## src/rtl/dbg_halt_pkg.sv

```systemverilog
package dbg_halt_pkg;

    localparam int STAT_W  = 8;
    localparam int BIT_EN  = 7;
    localparam int BIT_ACT = 6;
    localparam int BIT_BKP = 5;
    localparam int BIT_FTS = 4;
    localparam int BIT_CLK = 3;
    localparam int BIT_WS  = 2;

    typedef struct packed {
        logic enable;
        logic bkpt_en;
        logic force_sel;
        logic clk_sel;
    } ctrl_t;

    typedef enum logic [1:0] {
        CAUSE_NONE  = 2'd0,
        CAUSE_CMD   = 2'd1,
        CAUSE_FORCE = 2'd2,
        CAUSE_TAG   = 2'd3
    } halt_cause_e;

    function automatic logic [STAT_W-1:0] pack_status(ctrl_t c, logic active, logic ws);
        logic [STAT_W-1:0] s;
        s          = '0;
        s[BIT_EN]  = c.enable;
        s[BIT_ACT] = active;
        s[BIT_BKP] = c.bkpt_en;
        s[BIT_FTS] = c.force_sel;
        s[BIT_CLK] = c.clk_sel;
        s[BIT_WS]  = ws;
        return s;
    endfunction

    function automatic halt_cause_e pick_cause(logic cmd, logic frc, logic tag);
        if (cmd)      return CAUSE_CMD;
        else if (frc) return CAUSE_FORCE;
        else if (tag) return CAUSE_TAG;
        else          return CAUSE_NONE;
    endfunction

endpackage

```

## src/rtl/dbg_ctrl_reg.sv

```systemverilog
module dbg_ctrl_reg
    import dbg_halt_pkg::*;
(
    input  logic              clk,
    input  logic              rst,
    input  logic              wr,
    input  logic [STAT_W-1:0] wdata,
    input  logic              halted,
    input  logic              waitstop,
    output ctrl_t             ctrl,
    output logic [STAT_W-1:0] status
);

    always_ff @(posedge clk) begin
        if (rst) begin
            ctrl <= '0;
        end else if (wr) begin
            ctrl.enable    <= ctrl.enable | wdata[BIT_EN];
            ctrl.bkpt_en   <= wdata[BIT_BKP];
            ctrl.force_sel <= wdata[BIT_FTS];
            ctrl.clk_sel   <= wdata[BIT_CLK];
        end
    end

    assign status = pack_status(ctrl, halted, waitstop);

    AST_ENABLE_STICKY: assert property (@(posedge clk) disable iff (rst)
        ctrl.enable |=> ctrl.enable);

    AST_LOW_BITS_ZERO: assert property (@(posedge clk) disable iff (rst)
        status[1:0] == 2'b00);

endmodule

```

## src/rtl/dbg_bkpt_unit.sv

```systemverilog
module dbg_bkpt_unit
    import dbg_halt_pkg::*;
#(
    parameter int ADDR_W = 16,
    parameter int QDEPTH = 4
) (
    input  logic              clk,
    input  logic              rst,
    input  logic              match_wr,
    input  logic [ADDR_W-1:0] match_data,
    input  logic [ADDR_W-1:0] addr,
    input  logic              fetch,
    input  logic              boundary,
    input  logic              retire,
    input  logic              flush,
    input  ctrl_t             ctrl,
    input  logic              halted,
    input  logic              clear,
    input  logic              fire,
    output logic [ADDR_W-1:0] match_value,
    output logic              force_hit,
    output logic              tag_hit
);

    localparam int CNT_W = $clog2(QDEPTH + 1);

    logic [ADDR_W-1:0] match_q;
    logic              armed;
    logic [QDEPTH-1:0] tag_q, tag_n;
    logic [CNT_W-1:0]  cnt, cnt_n;
    logic              match_now, arm_set, tag_new, queue_nonempty;

    assign match_now      = ctrl.bkpt_en && (addr == match_q);
    assign arm_set        = ctrl.enable && ctrl.force_sel && match_now && !halted;
    assign tag_new        = ctrl.enable && !ctrl.force_sel && match_now && !halted;
    assign queue_nonempty = (cnt != '0);

    assign force_hit   = armed && boundary;
    assign tag_hit     = retire && queue_nonempty && tag_q[0];
    assign match_value = match_q;

    always_ff @(posedge clk) begin
        if (rst) begin
            match_q <= '0;
        end else if (match_wr) begin
            match_q <= match_data;
        end
    end

    always_ff @(posedge clk) begin
        if (rst) begin
            armed <= 1'b0;
        end else if (clear || fire) begin
            armed <= 1'b0;
        end else if (arm_set) begin
            armed <= 1'b1;
        end
    end

    always_comb begin
        tag_n = tag_q;
        cnt_n = cnt;
        if (flush || clear) begin
            tag_n = '0;
            cnt_n = '0;
        end else begin
            if (retire && queue_nonempty) begin
                tag_n = tag_q >> 1;
                cnt_n = cnt - 1'b1;
            end
            if (fetch && (cnt_n < CNT_W'(QDEPTH))) begin
                for (int i = 0; i < QDEPTH; i++) begin
                    if (CNT_W'(i) == cnt_n) begin
                        tag_n[i] = tag_new;
                    end
                end
                cnt_n = cnt_n + 1'b1;
            end
        end
    end

    always_ff @(posedge clk) begin
        if (rst) begin
            tag_q <= '0;
            cnt   <= '0;
        end else begin
            tag_q <= tag_n;
            cnt   <= cnt_n;
        end
    end

    AST_QUEUE_BOUND: assert property (@(posedge clk) disable iff (rst)
        cnt <= CNT_W'(QDEPTH));

    AST_FLUSH_EMPTIES: assert property (@(posedge clk) disable iff (rst)
        flush |=> (cnt == '0));

    AST_NO_ARM_WHEN_OFF: assert property (@(posedge clk) disable iff (rst)
        (!ctrl.bkpt_en && !armed) |=> !armed);

    AST_CLEAR_DISARMS: assert property (@(posedge clk) disable iff (rst)
        clear |=> (!armed && cnt == '0));

endmodule

```

## src/rtl/dbg_halt_fsm.sv

```systemverilog
module dbg_halt_fsm
    import dbg_halt_pkg::*;
(
    input  logic        clk,
    input  logic        rst,
    input  logic        enable,
    input  logic        bgnd,
    input  logic        go,
    input  logic        force_hit,
    input  logic        tag_hit,
    input  logic        waitstop,
    output logic        halted,
    output logic        pulse,
    output halt_cause_e cause,
    output logic        wake,
    output logic        go_act
);

    logic cmd_req, frc_req, tag_req;

    assign cmd_req = enable && !halted && bgnd;
    assign frc_req = enable && !halted && force_hit;
    assign tag_req = enable && !halted && tag_hit;

    assign pulse  = cmd_req || frc_req || tag_req;
    assign cause  = pick_cause(cmd_req, frc_req, tag_req);
    assign wake   = cmd_req && waitstop;
    assign go_act = go && halted;

    always_ff @(posedge clk) begin
        if (rst) begin
            halted <= 1'b0;
        end else if (go_act) begin
            halted <= 1'b0;
        end else if (pulse) begin
            halted <= 1'b1;
        end
    end

    AST_PULSE_SETS_HALT: assert property (@(posedge clk) disable iff (rst)
        pulse |=> halted);

    AST_GO_RELEASES: assert property (@(posedge clk) disable iff (rst)
        go_act |=> !halted);

    AST_NO_HALT_DISABLED: assert property (@(posedge clk) disable iff (rst)
        !enable |-> !pulse);

    AST_CMD_IMMEDIATE: assert property (@(posedge clk) disable iff (rst)
        (bgnd && enable && !halted) |-> (pulse && cause == CAUSE_CMD));

    AST_WAKE_WITH_PULSE: assert property (@(posedge clk) disable iff (rst)
        wake |-> (pulse && waitstop));

    AST_NO_PULSE_HALTED: assert property (@(posedge clk) disable iff (rst)
        halted |-> !pulse);

endmodule

```

## src/rtl/dbg_halt_ctrl.sv

```systemverilog
module dbg_halt_ctrl
    import dbg_halt_pkg::*;
#(
    parameter int ADDR_W = 16,
    parameter int QDEPTH = 4
) (
    input  logic              clk,
    input  logic              rst,
    input  logic              host_ctrl_wr,
    input  logic [7:0]        host_ctrl_data,
    input  logic              host_match_wr,
    input  logic [ADDR_W-1:0] host_match_data,
    input  logic              host_bgnd,
    input  logic              host_go,
    input  logic [ADDR_W-1:0] cpu_addr,
    input  logic              cpu_fetch,
    input  logic              cpu_boundary,
    input  logic              cpu_retire,
    input  logic              cpu_flush,
    input  logic              cpu_waitstop,
    output logic [7:0]        ctrl_status,
    output logic [ADDR_W-1:0] match_value,
    output logic              halted,
    output logic              halt_pulse,
    output logic [1:0]        halt_cause,
    output logic              cpu_wake
);

    ctrl_t       ctrl;
    logic        force_hit, tag_hit, go_act;
    halt_cause_e cause;

    dbg_ctrl_reg u_reg (
        .clk      (clk),
        .rst      (rst),
        .wr       (host_ctrl_wr),
        .wdata    (host_ctrl_data),
        .halted   (halted),
        .waitstop (cpu_waitstop),
        .ctrl     (ctrl),
        .status   (ctrl_status)
    );

    dbg_bkpt_unit #(
        .ADDR_W (ADDR_W),
        .QDEPTH (QDEPTH)
    ) u_bkpt (
        .clk         (clk),
        .rst         (rst),
        .match_wr    (host_match_wr),
        .match_data  (host_match_data),
        .addr        (cpu_addr),
        .fetch       (cpu_fetch),
        .boundary    (cpu_boundary),
        .retire      (cpu_retire),
        .flush       (cpu_flush),
        .ctrl        (ctrl),
        .halted      (halted),
        .clear       (go_act),
        .fire        (halt_pulse),
        .match_value (match_value),
        .force_hit   (force_hit),
        .tag_hit     (tag_hit)
    );

    dbg_halt_fsm u_fsm (
        .clk       (clk),
        .rst       (rst),
        .enable    (ctrl.enable),
        .bgnd      (host_bgnd),
        .go        (host_go),
        .force_hit (force_hit),
        .tag_hit   (tag_hit),
        .waitstop  (cpu_waitstop),
        .halted    (halted),
        .pulse     (halt_pulse),
        .cause     (cause),
        .wake      (cpu_wake),
        .go_act    (go_act)
    );

    assign halt_cause = cause;

    AST_STATUS_ACTIVE: assert property (@(posedge clk) disable iff (rst)
        ctrl_status[6] == halted);

    AST_CAUSE_IDLE: assert property (@(posedge clk) disable iff (rst)
        !halt_pulse |-> (halt_cause == 2'd0));

endmodule

```

## config.mk

```make
export PLATFORM = sky130hd
export DESIGN_NAME = dbg_halt_ctrl
export DESIGN_NICKNAME = d
export VERILOG_FILES = /design/src/rtl/dbg_halt_pkg.sv /design/src/rtl/dbg_ctrl_reg.sv /design/src/rtl/dbg_bkpt_unit.sv /design/src/rtl/dbg_halt_fsm.sv /design/src/rtl/dbg_halt_ctrl.sv
export SDC_FILE = /design/constraint.sdc
export NUM_CORES = 1
export LEC_CHECK = 0
export ABC_AREA = 1
export CORE_UTILIZATION = 35
export DETAILED_ROUTE_END_ITERATION = 6
export DONT_BUFFER_PORTS = 1
export GPL_TIMING_DRIVEN = 0
export PLACE_DENSITY = 0.47
export SLEW_MARGIN = 20
export SYNTH_ARGS = -nofsm -noshare
export SYNTH_HDL_FRONTEND = slang
export SYNTH_HIERARCHICAL = 1
export SYNTH_SLANG_ARGS = --single-unit
```

## constraint.sdc

```tcl
create_clock -name clk -period 2 [get_ports clk]
set_input_delay 0.4 -clock clk [delete_from_list [all_inputs] [get_ports clk]]
set_output_delay 0.4 -clock clk [all_outputs]
set_load 0.01 [all_outputs]
```

==> flow_summary_export.csv, run 1 <==
group,metric,value,unit
grt,grt_use_total,17.2,%
placed_design,hpwl,3.58,mm
clock_tree,htreeDepth,2,
logic_synthesis,synthXorXnorAreaFrac,2.38,%
placed_design,place_congestion,0.785,
route,drc_errors,1,
placed_design,post-place-ws,138,ps
route,m1WireLength,2.11,mm
sta,rsz0062_at_grt,"true",
worst_setup_path,worstPathRequired,1600,ps
route,vias,1674,
sta,tightest_slew,631,ps
cells_and_area,final_util,39.7,%
power,ir_drop,0.000278,V
route,routed_wl,4.43,mm
sta,slew_headroom,57.6,%
logic_synthesis,synth_async_sr_flop_share,0,%
clock_tree,cts_root_buf,"clkbuf_8",
worst_setup_path,rr_endpoint,"u_bkpt/tag_q[3]$_SDFF_PP0_",
worst_hold_path,hold_path_class,"in -> reg",
logic_synthesis,synth.cell_area,0.00184,mm2
floorplan,die_h,74.4,um
power,leakage,0.000986,uW
run_status,violations,"DRC",
power,sw_frac_of_total,31.5,%
floorplan,fp.coreArea,0.00507,mm2
clock_tree,cts_made_buffers,5,
logic_synthesis,seq_area_frac_synth,31.6,%
grt,grt_overflow,0,
power,power.switching,448,uW
clock_tree,cts_num_sinks,29,
clock_tree,cts.clk_slew.worst_paths,60,ps
logic_synthesis,synthAdderAreaFrac,4.77,%
logic_synthesis,synth_top_family_by_area,"simple AND/OR/NAND/NOR gates",
cells_and_area,area_growth,9.60,%
cells_and_area,drive_gt1_share,10.6,%
floorplan,die-area,0.00554,mm2
worst_setup_path,r2r_slack,260,ps
grt,grt_pass1_vias,1570,
worst_setup_path,worstSetupStartpointType,"flop",
power,comb_power_share,21.0,%
logic_synthesis,muxShareOfSynthArea,0,%
route,wl_met2,1.76,mm
sta,finalSetupViolations,0,
worst_hold_path,min_to,"u_reg/ctrl[3]$_SDFFE_PP0P_",
clock_tree,clock_latency,280,ps
clock_tree,clock_path_buffers,2,
sta,drv_slew,0,
sta,setup_ws,130,ps
route,dr_wl_met3,477,um
sta,min_period_over_period,93.5,%
logic_synthesis,synth_cells,292,
power,p_seq_share,46.4,%
sta,finClkSkew,3.76,ps
power,clkPwrFrac,32.7,%
power,powerDensity,707,mW/mm2
floorplan,rows,26,
route,vias_per_cell,4.51,
grt,antenna_found_initial,0,
cells_and_area,fin_nets,358,
route,dr.max_layer_used,"met4",
worst_hold_path,worstHoldPathCells,1,
logic_synthesis,synth.avg_cell_area,6.29,um2
worst_setup_path,worstPathArrival,1470,ps
grt,grt_pass1_wl,7.01,mm
worst_setup_path,criticalPathCategory,"reg -> out",
worst_setup_path,path_max_fanout,8,
route,dr.pass1.iters,6,
logic_synthesis,synth-simple-area-share,30.8,%
route,final_antenna_net_count,0,
logic_synthesis,yosysUniqueCellTypes,28,
route,wl_per_cell,11.9,um
floorplan,initial_core_util,36.2,%
worst_setup_path,rr_worst_depth,11,
sta,fmax,0.535,GHz
flow_run,max_cap_violations,0,
cells_and_area,diodes,0,
sta,fin_crit,1870,ps
clock_tree,cts_tree,"built",
placed_design,io_buffers,0,
logic_synthesis,synth_edf_count,0,
logic_synthesis,ys_warn_count,6,
logic_synthesis,synth-compound-area-share,14.0,%
worst_setup_path,rr_startpoint,"u_bkpt/cnt[0]$_SDFF_PP0_",
logic_synthesis,ys_seq_elements,29,
floorplan,die_w,74.4,um
route,drt_iter0_markers,60,
power,internal_power,975,uW
floorplan,pin_count,80,
worst_hold_path,hold_start,"rst",
grt,grt_max_degree,11,
clock_tree,hold_buffers,0,
run_status,outcome,"finished with violations",
logic_synthesis,ys.flop_type,"dfxtp_1",
worst_setup_path,crit_path_end_kind,"output pin",
sta,hold_viol,0,
[kinds of logic after synthesis]
logic type                 count (synthesis)
DFF                                       29
and+or+nand+nor                          129
xor gates and xnor gates                   5
adders and majority gates                  7
AOI/OAI and AO/OA                         50
other                                      1
buffers and inverters                     71
[state kept, by name, summed over array words and instances, names as in the netlist]
signal / flops
u_bkpt/armed: 1
u_bkpt/tag_q: 4
u_reg/ctrl: 4
u_fsm/halted: 1
u_bkpt/match_value: 16
u_bkpt/cnt: 3
[Yosys cell counts, types with 4 or more instances]
| library cell | instances | share of area (%) |
|---|---|---|
| nand2_1 | 64 | 13 |
| inv_1 | 57 | 12 |
| nor2_1 | 37 | 7.6 |
| dfxtp_1 | 29 | 32 |
| o21ai_0 | 23 | 6.3 |
| a21oi_1 | 22 | 6.0 |
| buf_4 | 8 | 3.3 |
| ha_1 | 7 | 4.8 |
| nand3_1 | 7 | 1.9 |
| nand2_2 | 5 | 1.7 |
| nor2_2 | 5 | 1.7 |
| nor3_1 | 4 | 1.1 |
| xnor2_1 | 4 | 1.9 |
[how the worst max path moves through the flow]
stage | from | to | slack [ps] | depth (start not counted)
global route | u_bkpt/cnt[0]$_SDFF_PP0_ | halt_cause[1] | -40 | 9
global placement | u_bkpt/cnt[0]$_SDFF_PP0_ | u_bkpt/tag_q[3]$_SDFF_PP0_ | 160 | 11
detailed placement | u_bkpt/cnt[0]$_SDFF_PP0_ | u_bkpt/tag_q[3]$_SDFF_PP0_ | 140 | 11
CTS | u_bkpt/cnt[0]$_SDFF_PP0_ | halt_cause[1] | 10 | 9
finish | u_bkpt/cnt[0]$_SDFF_PP0_ | halt_cause[1] | 130 | 9
floorplan | u_bkpt/cnt[0]$_SDFF_PP0_ | u_bkpt/tag_q[3]$_SDFF_PP0_ | 350 | 11
[what timing repair did]
| action | 4_1_cts | 5_1_grt |
|---|---|---|
| endpoints found under the hold margin | 0 | 0 |
| resized for setup | 0 | 3 |
| endpoints found under the setup margin | 0 | 3 |
| setup buffers | 0 | 0 |
[per-layer routing]
| metal | vias up | global-route usage (%) |
|---|---|---|
| li1 | 896 | - |
| met1 | 714 | 21.8 |
| met2 | 58 | 25.7 |
| met3 | 6 | 7.18 |
| met4 | 0 | 7.13 |
| met5 | - | 0 |
[cell type report]
| class | instances | area [um2] |
|---|---|---|
| clock buffer | 8 | 80.1 |
| buffer | 12 | 75.1 |
| multi-input combinational | 193 | 966 |
| sequential | 29 | 581 |
| inverter | 59 | 224 |
| fill | 601 | 3060 |
| tap | 70 | 87.6 |
[through the flow]
step           total power (uW)  instance area [um2]  std cells  hold WS, ps  setup TNS [ps]
6_report                   1420                 2010        371          175               0
2_1_floorplan               912                 1840        293          425               0
5_1_grt                    1530                 2010        371          162           -57.6
3_5_place_dp                974                 1930        363          435               0
4_1_cts                    1460                 2010        371          163               0
3_3_place_gp                971                 1930        363          439               0
[layout by cell type (no fill, tap or decap), drive strengths merged]
| cell type | count |
|---|---|
| buf | 9 |
| dfxtp | 29 |
| nor3b | 1 |
| a21oi | 23 |
| inv | 59 |
| clkbuf | 11 |
| ha | 7 |
| o21ai | 26 |
| nor3 | 4 |
| nand4 | 1 |
| nand3 | 10 |
| conb | 2 |
| and2 | 1 |
| nor2 | 42 |
| nand2 | 70 |
| xnor2 | 4 |
| xor2 | 1 |
| o211ai | 1 |
[power by group through the flow]
| stage | Sequential, uW | Clock, uW | Combinational (uW) |
|---|---|---|---|
| floorplan | 664 | 0 | 248 |
| global placement | 674 | 0 | 298 |
| detailed placement | 674 | 0 | 300 |
| CTS | 661 | 494 | 300 |
| global route | 666 | 512 | 349 |
| finish | 660 | 465 | 298 |
[critical path, cell delays in order, from the launching register on]
cell and delay [ps]:
dfxtp_1 300, inv_1 60, ha_1 210, nand2_2 80, nand2_4 90, nor2_2 120, inv_1 50, nand2_1 60
nand2_2 80, nor2_2 140
Note: power is estimated with default switching activity, not from simulation.
==> run 2, diff against run 1 <==
--- a/config.mk
+++ b/config.mk
@@ -6,11 +6,13 @@
 export NUM_CORES = 1
 export LEC_CHECK = 0
 export ABC_AREA = 1
+export CORE_ASPECT_RATIO = 1.75
 export CORE_UTILIZATION = 35
 export DETAILED_ROUTE_END_ITERATION = 6
 export DONT_BUFFER_PORTS = 1
 export GPL_TIMING_DRIVEN = 0
 export PLACE_DENSITY = 0.47
+export SETUP_SLACK_MARGIN = 0.02
 export SLEW_MARGIN = 20
 export SYNTH_ARGS = -nofsm -noshare
 export SYNTH_HDL_FRONTEND = slang
==> constraint.sdc (replaced) <==
create_clock -name clk -period 2.2 [get_ports clk]
set_input_delay 0.44 -clock clk [delete_from_list [all_inputs] [get_ports clk]]
set_output_delay 0.44 -clock clk [all_outputs]
set_load 0.01 [all_outputs]
==> run 2 against run 1 <==
The flow still finishes with violations (DRC); critical path type unchanged; clock skew grew 1.8 ps; die area rose by 0.21%; sequential power is 9.2% lower; power grew 8.5%.
==> flow_summary_export.csv, run 2 (same netlist as run 1, synthesis figures left out) <==
group,metric,value,unit
floorplan,pin_count,80,
worst_setup_path,path_max_fanout,8,
floorplan,initial_core_util,36.6,%
clock_tree,clock_latency,280,ps
grt,grt_overflow,0,
grt,use_met3,4.37,%
sta,tightest_slew,643,ps
cells_and_area,area_growth,11.2,%
cells_and_area,multi_input_area,961,um2
sta,hold_viol,0,
sta,fin_crit,2000,ps
grt,grt_use_total,17.2,%
grt,antenna_found_initial,0,
floorplan,die_w,56.8,um
floorplan,die_h,97.8,um
sta,finClkSkew,5.54,ps
worst_setup_path,critical_path_buf_inv_count,2,
worst_setup_path,worstPathArrival,1560,ps
grt,grt_max_degree,11,
worst_setup_path,crit_path_end_kind,"output pin",
worst_setup_path,worstPathRequired,1760,ps
sta,fmax,0.499,GHz
floorplan,die-area,0.00555,mm2
worst_setup_path,max_stage_delay,310,ps
run_status,violations,"DRC",
sta,slew_headroom,56.8,%
worst_setup_path,crit_chain,"inv_1, ha_1, nand2_2, nand2_4, nor2_1, inv_1, nand2_1, nand2_2, nor2_1",
cells_and_area,final_common_cell,"nand2_1",
route,wl_per_cell,12.6,um
worst_setup_path,cp_slowest_cell,"dfxtp_1",
worst_setup_path,criticalPathCategory,"reg -> out",
cells_and_area,nFillCells,561,
run_status,outcome,"finished with violations",
clock_tree,cts_num_sinks,29,
placed_design,place_congestion,0.788,
cells_and_area,fin_nets,358,
route,dr.pass1.iters,6,
power,leakage,0.00101,uW
clock_tree,clock_path_buffers,2,
route,final_antenna_net_count,0,
cells_and_area,regArea,581,um2
clock_tree,cts_tree,"built",
floorplan,fp.coreArea,0.00502,mm2
clock_tree,cts_root_buf,"clkbuf_8",
cells_and_area,layout_common_cells,"64 x nand2_1, 57 x inv_1, 37 x nor2_1",
flow_run,max_cap_violations,0,
cells_and_area,design_area,0.00204,mm2
cells_and_area,diodes,0,
route,vias_per_cell,4.72,
route,drc_errors,6,
placed_design,hpwl,3.65,mm
sta,rsz0062_at_grt,"false",
power,ir_drop,0.000402,V
clock_tree,htreeDepth,2,
worst_setup_path,critPathTopFamily,"simple AND/OR/NAND/NOR gates",
worst_setup_path,cp.depth,9,
floorplan,rows,34,
worst_setup_path,worstSetupStartpointType,"flop",
cells_and_area,drive_gt1_share,11.0,%
power,powerDensity,756,mW/mm2
worst_hold_path,worstHoldPathCells,1,
grt,use_met2,31.5,%
clock_tree,cts_made_buffers,5,
grt,grt_pass1_vias,1604,
sta,min_period_over_period,91.0,%
sta,finalSetupViolations,0,
clock_tree,cts.clk_slew.worst_paths,70,ps
grt,grt_pass1_wl,7.22,mm
route,drt_iter0_markers,65,
grt,grtUsageMet1,17.6,%
placed_design,io_buffers,0,
worst_setup_path,rr_worst_depth,11,
clock_tree,hold_buffers,0,
clock_tree,post_cts_buffers,0,
clock_tree,cts.repair.resized,0,
cells_and_area,largest_reg_flops,16,
placed_design,post_dp_cell_area,0.00191,mm2
grt,gr-max-usage-layer,"met2",
worst_hold_path,hold_path_class,"in -> reg",
route,routed_wl,4.48,mm
route,vias,1674,
sta,drv_slew,0,
sta,final.setup.tns,0,ps
==> run 2: changes by cell type in the layout (fill, tap and decap cells not counted), sizes merged <==
cell / change
bufinv: +2
clkinv: +1
clkbuf: -3
==> run 2: worst paths after layout <==
| kind | from | endpoint | slack [ps] |
|---|---|---|---|
| hold / removal | rst | u_reg/ctrl[3]$_SDFFE_PP0P_ | 210 |
| setup reg to reg | u_bkpt/cnt[0]$_SDFF_PP0_ | u_bkpt/tag_q[3]$_SDFF_PP0_ | 360 |
| hold reg to reg | u_bkpt/armed$_SDFFE_PP0P_ | u_bkpt/armed$_SDFFE_PP0P_ | 470 |
| setup / recovery | u_bkpt/cnt[0]$_SDFF_PP0_ | halt_cause[1] | 200 |
==> run 2: metal layers <==
metal | vias to the layer above | routed length (um) | share of wire (%)
li1 | 898 | - | -
met1 | 727 | 1590 | 36
met2 | 43 | 2530 | 56
met3 | 6 | 282 | 6.3
met4 | 0 | 77 | 1.7
met5 | - | 0 | 0
==> run 2: worst reg2reg max path: cells and delay by family, from the launching register on <==
| kind | cells | cell delay (ps) |
|---|---|---|
| adder cells (fa/ha/maj) | 3 | 560 |
| AND/OR/NAND/NOR | 4 | 350 |
| buffers and inverters | 2 | 110 |
| flip-flops | 1 | 310 |
| AO/OA/AOI/OAI | 2 | 450 |
==> run 2: power breakdown <==
group	switching, uW	total, uW	internal (uW)
Combinational	171	272	101
Clock	223	673	450
Sequential	38.9	599	560
Total	433	1540	1110
==> run 2: area by class of cell <==
cell class	instances	area share, %
tap	54	3.31
clock buffer	5	3.37
inverter	59	11.0
clock inverter	3	3.19
buffer	12	3.68
sequential	29	28.4
multi-input combinational	193	47.1
==> run 2: metrics by stage <==
step	worst slack (ps)	instances	hold slack, ps	total power (uW)	utilization, %
final	198	355	208	1540	40.7
after global routing	54.9	355	191	1630	40.7
after CTS	158	355	193	1580	40.7
after detailed placement	350	347	458	888	38.0
after global placement	312	347	455	889	38.0
after floorplan	549	293	425	829	-
